--- src/rtl/accum_pkg.sv ---
package accum_pkg;
  localparam int unsigned SLOT_OFS_W = 3;
  localparam int unsigned LANES      = 4;

  typedef enum logic [SLOT_OFS_W-1:0] {
    OFS_STAT  = 3'd0,
    OFS_I_TRK = 3'd1,
    OFS_Q_TRK = 3'd2,
    OFS_I_PRM = 3'd3,
    OFS_Q_PRM = 3'd4
  } slot_ofs_e;

  typedef enum logic [SLOT_OFS_W-1:0] {
    GREG_NEW  = 3'd0,
    GREG_MISS = 3'd1,
    GREG_CTRL = 3'd2,
    GREG_MCLR = 3'd3
  } greg_e;
endpackage

--- src/rtl/accum_chan.sv ---
module accum_chan
  import accum_pkg::*;
#(
  parameter int unsigned ACC_W = 16
) (
  input  logic                        clk,
  input  logic                        rst_n,
  input  logic                        active,
  input  logic                        dump,
  input  logic [LANES-1:0][ACC_W-1:0] lane_in,
  input  logic                        clr_rd,
  input  logic                        miss_clr,
  output logic                        new_flag,
  output logic                        miss_flag,
  output logic [LANES-1:0][ACC_W-1:0] lane_q
);
  logic cap;
  logic new_q, new_d, miss_q, miss_d;

  assign cap = dump & active;

  always_comb begin
    new_d  = new_q;
    miss_d = miss_q;
    if (!active) begin
      new_d  = 1'b0;
      miss_d = 1'b0;
    end else begin
      if (cap)         new_d = 1'b1;
      else if (clr_rd) new_d = 1'b0;
      if (cap && new_q && !clr_rd) miss_d = 1'b1;
      else if (miss_clr)           miss_d = 1'b0;
    end
  end

  always_ff @(posedge clk or negedge rst_n) begin
    if (!rst_n) begin
      new_q  <= 1'b0;
      miss_q <= 1'b0;
    end else begin
      new_q  <= new_d;
      miss_q <= miss_d;
    end
  end

  always_ff @(posedge clk or negedge rst_n) begin
    if (!rst_n)   lane_q <= '0;
    else if (cap) lane_q <= lane_in;
  end

  assign new_flag  = new_q;
  assign miss_flag = miss_q;
endmodule

--- src/rtl/accum_decode.sv ---
module accum_decode
  import accum_pkg::*;
#(
  parameter int unsigned NUM_CH = 4,
  parameter int unsigned ADDR_W = 6,
  parameter int unsigned DATA_W = 16,
  localparam int unsigned SLOT_W = ADDR_W - SLOT_OFS_W,
  localparam int unsigned CH_W   = (NUM_CH > 1) ? $clog2(NUM_CH) : 1
) (
  input  logic                  clk,
  input  logic                  rst_n,
  input  logic                  bus_sel,
  input  logic                  bus_wr,
  input  logic [ADDR_W-1:0]     bus_addr,
  input  logic [DATA_W-1:0]     bus_wdata,
  output logic                  rd_req,
  output logic                  chan_hit,
  output logic                  glb_hit,
  output logic [CH_W-1:0]       ch_idx,
  output logic [SLOT_OFS_W-1:0] ofs,
  output logic [NUM_CH-1:0]     clr_rd,
  output logic [NUM_CH-1:0]     miss_clr,
  output logic                  irq_en
);
  localparam logic [SLOT_W-1:0] GLB_SLOT = SLOT_W'(NUM_CH);

  logic [SLOT_W-1:0] slot;
  logic              wr_req;
  logic              irq_en_d;

  assign slot     = bus_addr[ADDR_W-1:SLOT_OFS_W];
  assign ofs      = bus_addr[SLOT_OFS_W-1:0];
  assign ch_idx   = CH_W'(slot);
  assign chan_hit = (slot < GLB_SLOT);
  assign glb_hit  = (slot == GLB_SLOT);
  assign rd_req   = bus_sel & ~bus_wr;
  assign wr_req   = bus_sel & bus_wr;

  for (genvar c = 0; c < NUM_CH; c++) begin : g_strobe
    assign clr_rd[c]   = rd_req & chan_hit & (ch_idx == CH_W'(c)) & (ofs == OFS_Q_PRM);
    assign miss_clr[c] = wr_req & glb_hit & (ofs == GREG_MCLR) & bus_wdata[c];
  end

  always_comb begin
    irq_en_d = irq_en;
    if (wr_req && glb_hit && ofs == GREG_CTRL) irq_en_d = bus_wdata[0];
  end

  always_ff @(posedge clk or negedge rst_n) begin
    if (!rst_n) irq_en <= 1'b0;
    else        irq_en <= irq_en_d;
  end
endmodule

--- src/rtl/accum_rdmux.sv ---
module accum_rdmux
  import accum_pkg::*;
#(
  parameter int unsigned NUM_CH = 4,
  parameter int unsigned ACC_W  = 16,
  localparam int unsigned CH_W  = (NUM_CH > 1) ? $clog2(NUM_CH) : 1
) (
  input  logic                                     chan_hit,
  input  logic                                     glb_hit,
  input  logic [CH_W-1:0]                          ch_idx,
  input  logic [SLOT_OFS_W-1:0]                    ofs,
  input  logic [NUM_CH-1:0]                        new_flags,
  input  logic [NUM_CH-1:0]                        miss_flags,
  input  logic                                     irq_en,
  input  logic [NUM_CH-1:0][LANES-1:0][ACC_W-1:0]  acc_all,
  output logic [ACC_W-1:0]                         rd_val
);
  logic [SLOT_OFS_W-1:0] lane_sel;

  assign lane_sel = ofs - 3'd1;

  always_comb begin
    rd_val = '0;
    if (chan_hit) begin
      case (ofs)
        OFS_STAT: rd_val = {{(ACC_W-2){1'b0}}, miss_flags[ch_idx], new_flags[ch_idx]};
        OFS_I_TRK, OFS_Q_TRK, OFS_I_PRM, OFS_Q_PRM:
          rd_val = acc_all[ch_idx][lane_sel[1:0]];
        default: rd_val = '0;
      endcase
    end else if (glb_hit) begin
      case (ofs)
        GREG_NEW:  rd_val[NUM_CH-1:0] = new_flags;
        GREG_MISS: rd_val[NUM_CH-1:0] = miss_flags;
        GREG_CTRL: rd_val[0]          = irq_en;
        default:   rd_val = '0;
      endcase
    end
  end
endmodule

--- src/rtl/accum_readout.sv ---
module accum_readout
  import accum_pkg::*;
#(
  parameter int unsigned NUM_CH = 4,
  parameter int unsigned ACC_W  = 16,
  parameter int unsigned ADDR_W = 6,
  localparam int unsigned CH_W  = (NUM_CH > 1) ? $clog2(NUM_CH) : 1
) (
  input  logic                    clk,
  input  logic                    rst_n,
  input  logic [NUM_CH-1:0]       ch_active,
  input  logic [NUM_CH-1:0]       dump,
  input  logic [NUM_CH*ACC_W-1:0] i_trk_in,
  input  logic [NUM_CH*ACC_W-1:0] q_trk_in,
  input  logic [NUM_CH*ACC_W-1:0] i_prm_in,
  input  logic [NUM_CH*ACC_W-1:0] q_prm_in,
  input  logic                    bus_sel,
  input  logic                    bus_wr,
  input  logic [ADDR_W-1:0]       bus_addr,
  input  logic [ACC_W-1:0]        bus_wdata,
  output logic [ACC_W-1:0]        rd_data,
  output logic                    irq
);
  logic [1:0] rst_pipe;
  logic       rst_q;

  always_ff @(posedge clk or negedge rst_n) begin
    if (!rst_n) rst_pipe <= 2'b00;
    else        rst_pipe <= {rst_pipe[0], 1'b1};
  end
  assign rst_q = rst_pipe[1];

  logic                                    rd_req, chan_hit, glb_hit, irq_en;
  logic [CH_W-1:0]                         ch_idx;
  logic [SLOT_OFS_W-1:0]                   ofs;
  logic [NUM_CH-1:0]                       clr_rd, miss_clr, new_flags, missed_flags;
  logic [NUM_CH-1:0][LANES-1:0][ACC_W-1:0] acc_all;
  logic [ACC_W-1:0]                        rd_val, rd_data_d;

  accum_decode #(.NUM_CH(NUM_CH), .ADDR_W(ADDR_W), .DATA_W(ACC_W)) u_decode (
    .clk(clk), .rst_n(rst_q), .bus_sel(bus_sel), .bus_wr(bus_wr),
    .bus_addr(bus_addr), .bus_wdata(bus_wdata), .rd_req(rd_req),
    .chan_hit(chan_hit), .glb_hit(glb_hit), .ch_idx(ch_idx), .ofs(ofs),
    .clr_rd(clr_rd), .miss_clr(miss_clr), .irq_en(irq_en)
  );

  for (genvar c = 0; c < NUM_CH; c++) begin : g_chan
    logic [LANES-1:0][ACC_W-1:0] lane_in;
    assign lane_in[0] = i_trk_in[c*ACC_W +: ACC_W];
    assign lane_in[1] = q_trk_in[c*ACC_W +: ACC_W];
    assign lane_in[2] = i_prm_in[c*ACC_W +: ACC_W];
    assign lane_in[3] = q_prm_in[c*ACC_W +: ACC_W];

    accum_chan #(.ACC_W(ACC_W)) u_chan (
      .clk(clk), .rst_n(rst_q), .active(ch_active[c]), .dump(dump[c]),
      .lane_in(lane_in), .clr_rd(clr_rd[c]), .miss_clr(miss_clr[c]),
      .new_flag(new_flags[c]), .miss_flag(missed_flags[c]), .lane_q(acc_all[c])
    );
  end

  accum_rdmux #(.NUM_CH(NUM_CH), .ACC_W(ACC_W)) u_rdmux (
    .chan_hit(chan_hit), .glb_hit(glb_hit), .ch_idx(ch_idx), .ofs(ofs),
    .new_flags(new_flags), .miss_flags(missed_flags), .irq_en(irq_en),
    .acc_all(acc_all), .rd_val(rd_val)
  );

  always_comb begin
    rd_data_d = rd_data;
    if (rd_req) rd_data_d = rd_val;
  end

  always_ff @(posedge clk or negedge rst_q) begin
    if (!rst_q) rd_data <= '0;
    else        rd_data <= rd_data_d;
  end

  assign irq = irq_en & (|new_flags);
endmodule

--- config.mk ---
export PLATFORM = sky130hd
export DESIGN_NAME = accum_readout
export DESIGN_NICKNAME = d
export VERILOG_FILES = /design/src/rtl/accum_pkg.sv /design/src/rtl/accum_chan.sv /design/src/rtl/accum_decode.sv /design/src/rtl/accum_rdmux.sv /design/src/rtl/accum_readout.sv
export SDC_FILE = /design/constraint.sdc
export NUM_CORES = 1
export LEC_CHECK = 0
export BUFFER_PORTS_ARGS = -buffer_cell sky130_fd_sc_hd__buf_2
export CELL_PAD_IN_SITES_DETAIL_PLACEMENT = 0
export CELL_PAD_IN_SITES_GLOBAL_PLACEMENT = 2
export CORE_ASPECT_RATIO = 0.6
export CORE_UTILIZATION = 37
export DETAILED_ROUTE_END_ITERATION = 12
export GPL_TIMING_DRIVEN = 0
export PLACE_DENSITY_LB_ADDON = 0.3
export SLEW_MARGIN = 10
export SYNTH_ARGS = -nofsm -noshare
export SYNTH_HDL_FRONTEND = slang
export SYNTH_SLANG_ARGS = --single-unit
--- constraint.sdc ---
create_clock -name clk -period 9.95 [get_ports clk]
set_clock_uncertainty 0.1 [all_clocks]
set_input_delay 1.4925 -clock clk [delete_from_list [all_inputs] [get_ports clk]]
set_output_delay 1.4925 -clock clk [all_outputs]
set_load 0.1 [all_outputs]
**Word level (Yosys, flattened, before mapping)**

Cells that the tools add are included.
W data, S select, Z words.

- Add/subtract/negate cells: 1
- Order comparisons: 3
- Eq/ne operators: 16
- Multiplexer cells: 37
- Bitwise logic cells: 23
- Reductions and logical operators: 18

Operators by type and width:

| cell | number |
|---|---|
| $bmux W64 S2 | 1 |
| $mux W64 | 1 |
| $bmux W16 S2 | 1 |
| $mux W16 | 2 |
| $pmux W16 S2 | 1 |
| $mux W1 | 26 |
| $ne A3 B1 Y1 const B | 8 |
| $and A1 B1 Y1 | 22 |
| $logic_and A1 B1 Y1 | 10 |
| $reduce_or A4 Y1 | 2 |
| $eq A3 B2 Y1 const B | 2 |
| $eq A3 B3 Y1 const B | 2 |
| $lt A2 B3 Y1 const B | 2 |
| $pmux W3 S2 | 1 |
| $bmux W1 S2 | 2 |
| $eq A2 B2 Y1 const B | 2 |
| $logic_not A1 Y1 | 4 |
| $mux W4 | 1 |
| $eq A3 B1 Y1 const B | 1 |
| $logic_not A3 Y1 | 1 |
| $lt A3 B3 Y1 const B | 1 |
| $pmux W1 S3 | 1 |
| $eq A2 B1 Y1 const B | 1 |
| $logic_not A2 Y1 | 1 |
| other kinds (2) | 2 |

- Flip-flop bits (word level): 283
- Bits of input ports: 290
- Output and inout bits: 17
- Word-level logic and storage cells: 125

**Logic depth before layout (Yosys ltp)**

- Word-level depth: 9
- Mapped depth: 10
- Mapped depth without buffers: 6

**Modules after synthesis**

Synthesis repeated with hierarchy kept, for this count alone.

- Cells, all modules: 810
- Area total of the unflattened synthesis: 13312.8 µm²

Modules (own cells, without submodules):

| module | instances | cells an instance | area each (µm²) | seq. area each (µm²) |
|---|---|---|---|---|
| accum_chan | 4 | 141 | 2514.9 | 1651.6 |
| accum_rdmux | 1 | 179 | 2341.0 | 0.0 |
| accum_readout | 1 | 38 | 714.4 | 450.4 |
| accum_decode | 1 | 29 | 197.7 | 25.0 |

**Worst setup path after synthesis**

No wires, ideal clock.

- Path type: input-to-reg
- From: in bus_addr[0]
- To: reg rd_data[10]
- Arrival time: 3.220 ns
- Path slack: 6.508 ns
- Stages on the path: 10
- Buffers on the path: 4
- Path through: buf_2 > inv_1 > clkbuf_1 > ha_1 > buf_2 > nor2b_1 > clkbuf_1 > a22oi_1 > nand2_1 > a22o_1

- Word-level cells in the longest chain between the ends: 5

Ends and longest elaborated chain:

| what | line | source |
|---|---|---|
| from (decl) | accum_readout.sv:19 | `input logic [ADDR_W-1:0] bus_addr,` |
| $sub A2 B1 Y2 | accum_rdmux.sv:20 | `assign lane_sel = ofs - 3'd1;` |
| $bmux W16 S2 | accum_rdmux.sv:28 | `rd_val = acc_all[ch_idx][lane_sel[1:0]];` |
| $mux W16 (implied by the code) | accum_rdmux.sv:28 |  |
| $pmux W16 S2 (*) | accum_rdmux.sv:25 | `case (ofs)` |
| $mux W16 (*) | accum_rdmux.sv:24 | `if (chan_hit) begin` |
| to (signal assigned) | accum_readout.sv:74 | `else rd_data <= rd_data_d;` |
| to (decl) | accum_readout.sv:21 | `output logic [ACC_W-1:0] rd_data,` |

Mark *: on every way between the ends. The rest lies on a longest branch, timed or not. The select of a mux whose other input is x is not followed.
A chain may end at the register's enable or synchronous reset.

**Final worst setup path**

- From: in bus_addr[0]
- To: reg rd_data[2]

- Word-level cells in the longest chain between the ends: 5

Ends and longest elaborated chain:

| what | line |
|---|---|
| $sub A2 B1 Y2 | accum_rdmux.sv:20 |
| $bmux W16 S2 | accum_rdmux.sv:28 |
| $mux W16 (implied by the code) | accum_rdmux.sv:28 |
| $pmux W16 S2 | accum_rdmux.sv:25 |
| $mux W16 (*) | accum_rdmux.sv:24 |

Marked as above.

==> metrics.md <==
| Metric | Value |
|---|---|
| Clock share of power | 35.3% |
| CTS tree | yes |
| Post-synth ARST share | 100% |
| Drt via density | 5.25 |
| Worst Path Arrival | 4.47 ns |
| Peak Freq | 243 MHz |
| Gr busiest metal | met1 |
| Gr ovfl total | 0 |
| Final min period | 4.12 ns |
| Peak supply drop | 138 uV |
| FP Rows | 52 |
| Slew @ Worst Pin | 1.13 ns |
| CTS Buffer Depth | 3 |
| CP required | between 10 and 15 ns |
| Yosys warns | 0 |
| Clock Latency Late Sink | 0.56 ns |
| R2R cell count | 4 |
| Resized Gates After CTS | 0 |
| Final wirelength | 40.6 mm |
| Clock-pin slew on the worst setup and hold paths | 0.07 ns |
| DP Area | around 0.015 sq mm |
| Leak pwr | 7.14 nW |
| Setup CP Type | in -> reg |
| Sequential share of the synthesized area | 55.1% |
| RR Endpoint | rd_data[11] |
| Die height | approximately 150 microns |
| Total CTS buffers | 29 |
| CTS Sinks | 283 |
| Post-synth EDFFs | 0 |
| Status | finished, final reports clean |
| Average wire per standard cell | 24.7 microns |
| I/O pin count | 307 |
| Routability cong. | 0.798 |
| Int Pwr | between 2 and 2.5 mW |
| Total power | 3.05 mW |
| Layout cells sized above 1 | 56.6% |
| Most common cell after layout, fill and taps aside | buf_2 |
| Vias in the first global route | 9249 |
| Max Cap Violations | 0 |
| Setup-failing EPs final | 0 |
| Hold/Removal Path Class | reg -> async |
| Crit-path leading delay family | buffers and inverters |
| Number of standard cells after synthesis | 832 |
| First-pass GRT wire length | 60.5 mm |
| Mapped Area | around 0.013 sq mm |
| Crit start category | input pin |
| RSZ-0062 raised after global routing | no |
| Relative slew slack | 24.8% |
| Comb pwr share | 18.8% |
| Drt drc | 0 |
| R2r startpoint | g_chan[3].u_chan.lane_q[11] |
| Place WS | approximately 5.2 ns |
| Synth unique cells | 47 |
| TNS Setup | 0 ns |
| Fin crit share | 41.4% |
| Synth area leader | dfrtp_1 |
| Area contributors post-synth | dfrtp_1 (55%), mux2_2 (23%), mux4_2 (7.9%), mux2i_1 (1.9%), mux4_1 (1.8%) |
| Met1 Use GR | 34.8% |
| Final hold viol count | 0 |
| Slew Viols, Final | 0 |
| Crit-path max FO | 11 |
| Largest net degree at the start of global routing | 60 |
| Clock root cell | clkbuf_16 |
| H-tree levels | 1 |
| Worst setup margin | 5.83 ns |
| DP HPWL | 30.7 mm |
| Syn Area/Cell | 15.4 sq um |
| Initial antenna violation count | 7 |
| Core Util, Final | 46.9% |
| Switch share | a little over a quarter |
| WP buf/inv | 6 |
| CP Cell Sequence | buf_2, buf_2, inv_1, clkbuf_1, ha_1, buf_2, nor2b_1, clkbuf_1, a22oi_1, a41oi_1, a31oi_1 |
| Critical path's slowest cell | clkbuf_1 |
| Initial core utilization | between 30% and 40% |
| Layout Area Growth over Synthesis | 24.1% |
| Pwr dens | 192 mW/mm^2 |
| Grt met3 use | 5.75% |
| Post-CTS setup buffer count | 0 |
| Chip Width | around 240 microns |
| CP endpoint kind | register |
| Drt pass-1 iters | 7 |
| Via Count | 8633 |
| 1st-iter DRT viols | 431 |
| CP peak stage delay | ~0.59 ns |
| P_sw | about 0.84 mW |
| Met2 Use GR | 34.7% |
| Top FF cell, synth | dfrtp_1 |
| Sequential group share of total power | 46.0% |
| Most frequent cells in the layout | buf_2 (298), dfrtp_1 (282), mux2_2 (262) |
| Core box area | 0.0340 sq mm |
| Die ar. | 0.0355 sq mm |
| R2R setup slack | roughly 8.3 ns |
| Layout Nets | about 1500 |
| Seq cells post-synth | 283 |
| Final instance area | 0.0159 sq mm |
| Mapped Nets | 1126 |
| CP most frequent cell | buf_2 |
| I/O Buffers | 291 |
| Detail Route Antenna Nets | 0 |
| # hold bufs at CTS | 0 |
| Total track usage | a little under a quarter |
| Share of the synthesized area in the top cell type | 55.1% |
area by class of cell:
cell class | count | area [sq um]
diodes | 4 | 10.0
clock buffers | 44 | 812
clock inverters | 8 | 96.3
inverters | 6 | 22.5
multi-input cells | 491 | 5450
fillers | 3159 | 18000
repair buffers | 296 | 1590
flip-flops and latches | 283 | 7090
well taps | 459 | 574
plain buffers | 52 | 293
synthesized netlist by cell type (2+ instances only):
master / instances
dfrtp_1: 283
mux2_2: 262
mux4_2: 45
clkbuf_1: 32
nand2_1: 29
mux2i_1: 24
a22oi_1: 19
a31oi_1: 11
a22o_1: 9
mux4_1: 9
buf_6: 8
o21ai_0: 8
buf_2: 7
a21oi_1: 6
a221oi_1: 6
inv_1: 6
nor2b_1: 6
o21ai_1: 6
a32o_1: 5
nor2_1: 5
nor3_1: 5
a21o_1: 4
ha_1: 4
o211ai_1: 4
buf_4: 3
mux2_1: 2
nand2b_1: 2
nand4_1: 2
o31ai_1: 2
logic make-up after synthesis:
logic type	after synthesis	synth area share, %
other	1	0.0292
buffers and inverters	58	2.45
multiplexers	342	34.7
AO/OA/AOI/OAI	87	4.92
adder cells (fa/ha/maj)	4	0.389
AND/OR/NAND/NOR	57	2.37
flip-flops	283	55.1
metrics by stage:
| stage | std cells | hold slack (ns) |
|---|---|---|
| 6_report | 1643 | 0.0712 |
| 5_1_grt | 1641 | 0.0847 |
| 4_1_cts | 1639 | 0.0776 |
| 3_5_place_dp | 1587 | 0.0717 |
| 3_3_place_gp | 1582 | 0.239 |
| 2_1_floorplan | 832 | 0.231 |
registers in the layout (all words and copies together) (netlist names):
signal / flops
g_chan.u_chan.new_flag: 4
rd_data: 16
g_chan.u_chan.miss_flag: 4
rst_pipe: 2
g_chan.u_chan.lane_q: 256
u_decode.irq_en: 1
worst max path at each step:
stage / slack [ns] / cells after the start / end / from
after detailed placement: 5.21 / 11 / rd_data[2] / bus_addr[0]
after floorplan: 1.38 / 0 / g_chan[0].u_chan.lane_q[0] / rst_pipe[1]
final: 5.83 / 11 / rd_data[2] / bus_addr[0]
after CTS: 5.82 / 11 / rd_data[2] / bus_addr[0]
after global placement: -2.38 / 0 / g_chan[1].u_chan.lane_q[49] / rst_pipe[1]
after global routing: 5.69 / 11 / rd_data[2] / bus_addr[0]
power by group through the flow:
stage | clock network, mW | registers, mW | logic (mW)
finish | 1.08 | 1.40 | 0.573
global route | 1.15 | 1.43 | 0.614
floorplan | 0 | 1.47 | 0.319
detailed placement | 0 | 1.42 | 0.580
CTS | 1.10 | 1.40 | 0.581
global placement | 0 | 1.44 | 0.542
per-layer routing:
| metal | vias up | part of all wire, % | routed length, microns |
|---|---|---|---|
| li1 | 3821 | - | - |
| met1 | 4536 | 48 | 19400 |
| met2 | 229 | 45 | 18100 |
| met3 | 43 | 6.1 | 2490 |
| met4 | 4 | 1.3 | 529 |
| met5 | - | 0.054 | 22 |
No activity file was read; power rests on OpenSTA's default activity.
